File: src/rtl/font_addr_sel.sv
module font_addr_sel #(
  parameter int CHAR_W = 8,
  parameter int ROW_W  = 5,
  parameter int ADDR_W = 16
) (
  input  logic              clk,
  input  logic              rst_n,
  input  logic              req,
  input  logic [CHAR_W-1:0] char_code,
  input  logic [ROW_W-1:0]  row,
  input  logic              attr_b3,
  input  logic [7:0]        map_sel,
  input  logic              ext_mem,
  output logic [ADDR_W-1:0] font_addr,
  output logic              addr_vld
);
  localparam int OFS_W = CHAR_W + ROW_W;

  logic [2:0]        bank;
  logic [2:0]        bank_eff;
  logic [ADDR_W-1:0] base;
  logic [ADDR_W-1:0] nxt;

  assign bank     = attr_b3 ? {map_sel[5], map_sel[3:2]} : {map_sel[4], map_sel[1:0]};
  assign bank_eff = ext_mem ? bank : 3'b000;
  assign base     = {bank_eff[1:0], bank_eff[2], {(ADDR_W-3){1'b0}}};
  assign nxt      = base | {{(ADDR_W-OFS_W){1'b0}}, char_code, row};

  always_ff @(posedge clk) begin
    if (!rst_n) begin
      font_addr <= '0;
      addr_vld  <= 1'b0;
    end else begin
      addr_vld <= req;
      if (req) font_addr <= nxt;
    end
  end
endmodule

File: config.mk
export PLATFORM = sky130hd
export DESIGN_NAME = font_addr_sel
export DESIGN_NICKNAME = d
export VERILOG_FILES = /design/src/rtl/font_addr_sel.sv
export SDC_FILE = /design/constraint.sdc
export NUM_CORES = 1
export LEC_CHECK = 0
export CAP_MARGIN = 25
export CORE_MARGIN = 10
export CORE_UTILIZATION = 35
export CTS_BUF_LIST = sky130_fd_sc_hd__clkbuf_4 sky130_fd_sc_hd__clkbuf_8 sky130_fd_sc_hd__clkbuf_16
export DETAILED_ROUTE_END_ITERATION = 7
export PLACE_DENSITY = 0.77
export SLEW_MARGIN = 30
export SYNTH_ARGS = -nofsm -noshare
export SYNTH_HDL_FRONTEND = slang
export SYNTH_SLANG_ARGS = --single-unit
File: constraint.sdc
create_clock -name clk -period 1.07 [get_ports clk]
set_clock_uncertainty 0.05 [all_clocks]
set_input_delay 0.214 -clock clk [delete_from_list [all_inputs] [get_ports clk]]
set_output_delay 0.214 -clock clk [all_outputs]
set_load 0.1 [all_outputs]
# After elaboration in Yosys (flattened, before gate mapping)

Index checks and enable logic that the tools add are counted.

Word-level logic and storage cells: 5
Bits in registers: 17
Memory bits (writable): 0
ROM bits: 0
Input port bits: 26
Memories: 0
Output and inout bits: 17
Latch bits: 0

Reductions and logical operators: 0
Div/mod/pow operators: 0
Multiplexer cells: 2
$mul: 0
$lt $le $gt $ge: 0
$add $sub $neg: 0
Shift-type cells: 0
Bitwise gates (word level): 1
Equal/unequal tests: 0

Operators with widths:

| operator                               | number |
|---|---|
| 16-bit by 13-bit OR with 16-bit output | 1 |
| 3-bit 2-to-1 mux                       | 2 |

# Longest topological paths before layout

Depth in word-level cells: 3
Depth in mapped cells: 4
Mapped depth without buffers: 2

# Least setup slack after synthesis

No wires, ideal clock.

Path type: register to register
From: reg font_addr[0] (netlist name)
To: reg font_addr[0]
Stages on the path, launching flop included: 3
Arrival: 1.194 ns
Path buffers: 0
Period minus slack after synthesis: 1.311 ns
Setup time: 0.067 ns
Path slack: -0.241 ns
Required time: 0.953 ns
Cell sequence: dfxtp_1 -> mux2i_1 -> nor2b_1

RTL lines:

| item                   | line | RTL |
|---|---|---|
| end signal: assignment | 35   | `if (req) font_addr <= nxt;` |
| end: declaration       | 14   | `output logic [ADDR_W-1:0] font_addr,` |

# Worst setup path in the final report

From: reg font_addr[10]
To: out font_addr[10]

No word-level cell between the ends.

==> results.sh <==
export IMPL_status="finished with violations"
export IMPL_violations="negative setup slack"
export IMPL_post_place_ws_ns=-0.313
export IMPL_firstDrtPassIters=2
export IMPL_slew_viol_final=0
export IMPL_overflow=0
export IMPL_fill_cells=117
export IMPL_async_flop_share_pct=0
export IMPL_cellInternalPower_w=0.00112
export IMPL_die_h_um=64.0
export IMPL_grt_total_usage_pct=9.42
export IMPL_vias_per_cell=4.41
export IMPL_grt_antenna_before_repair=0
export IMPL_yosys_top_cells_area="dfxtp_1, mux2i_1, nor2b_1"
export IMPL_setup_viol=16
export IMPL_wl_per_cell_um=14.6
export IMPL_synthTopCellsByCount="dfxtp_1, mux2i_1, nor2b_1"
export IMPL_vias=565
export IMPL_slowest_delay_ns=0.37
export IMPL_worst_ep_required_time_ns=0.81
export IMPL_netlist_instances=55
export IMPL_worst_slew_pin_slew_ns=0.197
export IMPL_fp_dieW_um=64.0
export IMPL_path_buf_inv=1
export IMPL_syn_to_final_growth_pct=100
export IMPL_combPwrFrac_pct=36.3
export IMPL_p_leak_nw=0.578
export IMPL_ys_seq_elements=17
export IMPL_io_pins=43
export IMPL_yosysTopAreaCell="dfxtp_1"
export IMPL_clkPwrFrac_pct=21.2
export IMPL_cap_violations=0
export IMPL_grt_max_degree=10
export IMPL_grt_pass1_wl_mm=3.11
export IMPL_ir_drop_mv=1.01
export IMPL_powerDensity_nw_per_um2=1240
export IMPL_grt_setup_unrepaired="true"
export IMPL_cts_root_buf="clkbuf_4"
export IMPL_syn_area_um2=678
export IMPL_clkSinkCount=17
export IMPL_clk_path_buf_depth=2
export IMPL_io_buffers=40
export IMPL_numCtsBuffers=3
export IMPL_rows=15
export IMPL_arrival_ns=0.83
export IMPL_p_switching_w=0.000561
export IMPL_gp_congestion=0.696
export IMPL_h_tree_depth=1
export IMPL_yosysTopAreaCellShare_pct=50.2
export IMPL_sequentialPowerShare_pct=42.5
export IMPL_fin_crit_sh_pct=102
export IMPL_syn_area_per_cell_um2=12.3
export IMPL_crit_slowest_cell="dfxtp_2"
export IMPL_critical_path_class="reg -> out"
export IMPL_whs_ns=0.378
export IMPL_synth_main_ff_cell="dfxtp_1"
export IMPL_ant_nets=0
export IMPL_hold_violations=0
export IMPL_slew_headroom_pct=86.8
export IMPL_cts_tree="yes"
export IMPL_swShare_pct=33.4
export IMPL_final_nets=130
export IMPL_yosysMostFrequentCell="dfxtp_1"
export IMPL_crit_chain="buf_12"
export IMPL_synth_cell_types=10
export IMPL_final_util_pct=76.1
export IMPL_cp_end_kind="output pin"
export IMPL_place_inst=123
export IMPL_worstSetupStartpointType="flip-flop"
export IMPL_crit_fanout=2
export IMPL_drt_total_wl_mm=1.87
export IMPL_ys_warn_count=0
export IMPL_drc=0
export IMPL_clk_latency_ns=0.28
export IMPL_grt_pass1_vias=637
export IMPL_coreArea_um2=1780
export IMPL_worst_slack_ns=-0.0252
export IMPL_synthesis_nets=81
export IMPL_hold_class="in -> reg"
export IMPL_drtIter0Drc=1
export IMPL_drive_gt1_share_pct=46.6
export IMPL_placement_cell_area_um2=1310
export IMPL_antenna_cells=0
export IMPL_path_clk_slew_ns=0.09
export IMPL_final_cell_count_no_fill=128
export IMPL_hpwl_mm=1.63
export IMPL_layout_min_cycle_time_ns=1.10
export IMPL_postLayoutCellArea_um2=1360
export IMPL_cp_top_family="flip-flops"
export IMPL_synth_seq_area_share_pct=50.2
export IMPL_synth_edff_count=0
export IMPL_fmax_ghz=0.913
export IMPL_dieArea_um2=4100
export IMPL_initial_core_util_pct=38.0
-- per-stage QoR --
step | TNS, ns | total power, W
after floorplan | 0 | 0.00106
after global placement | -3.84 | 0.00133
after detailed placement | -4.48 | 0.00134
after CTS | -0.447 | 0.00170
after global routing | -0.737 | 0.00175
final | -0.215 | 0.00168
-- kinds of logic (layout without fill, tap and decap cells) --
logic type             count (synthesis)  after routing  share of synthesized area [%]
AND/OR/NAND/NOR                       16             16                           17.0
buffers and inverters                  3             51                           5.35
AO/OA/AOI/OAI                          3              3                           3.88
flip-flops                            17             17                           50.2
multiplexers                          16             16                           23.6
-- cells in the final DEF, fill, tap and decap left out, drive strengths merged --
master / n
mux2i: 16
clkbuf: 4
dfxtp: 17
o2bb2ai: 3
and2b: 1
nor2b: 13
buf: 24
dlymetal6s2s: 1
clkdlybuf4s50: 22
and2: 1
nand3: 1
-- sequential cells by signal (all words and copies together) (netlist names) --
register / count
addr_vld: 1
font_addr: 16
-- repair_timing --
item / in CTS / in global routing
setup buffers: 1 / 0
endpoints found under the setup margin: 20 / 29
hold buffers: 0 / 0
resized for setup: 2 / 1
-- metal layers --
| metal | wire length [um] | share of wire [%] | track usage, % |
|---|---|---|---|
| met3 | 247 | 13 | 5.57 |
| met5 | 0 | 0 | 0 |
| met4 | 12 | 0.64 | 4.10 |
| met2 | 834 | 45 | 14.2 |
| met1 | 773 | 41 | 10.5 |
-- final timing paths --
kind,start,to,slack (ns),cells after the start
worst min-delay path,req,font_addr[14],0.38,4
worst max-delay path,font_addr[10],font_addr[10],-0.03,1
worst min register to register,font_addr[15],font_addr[15],0.45,1
worst max register to register,font_addr[14],font_addr[14],0.33,2
-- power by group through the flow --
stage	Combinational (W)	Sequential [W]	Clock [W]
finish	0.000610	0.000713	0.000357
global route	0.000634	0.000717	0.000395
CTS	0.000615	0.000713	0.000371
detailed placement	0.000608	0.000729	0
global placement	0.000603	0.000727	0
floorplan	0.0000917	0.000967	0
-- final cells by class --
type | instances | area (um^2) | share of cell area [%]
clock buffer | 4 | 30.0 | 2.21
multi-input combinational | 35 | 302 | 22.2
sequential | 17 | 362 | 26.6
tap | 25 | 31.3 | 2.30
timing repair buffer | 47 | 633 | 46.6
Note: power is estimated with default switching activity, not from simulation.
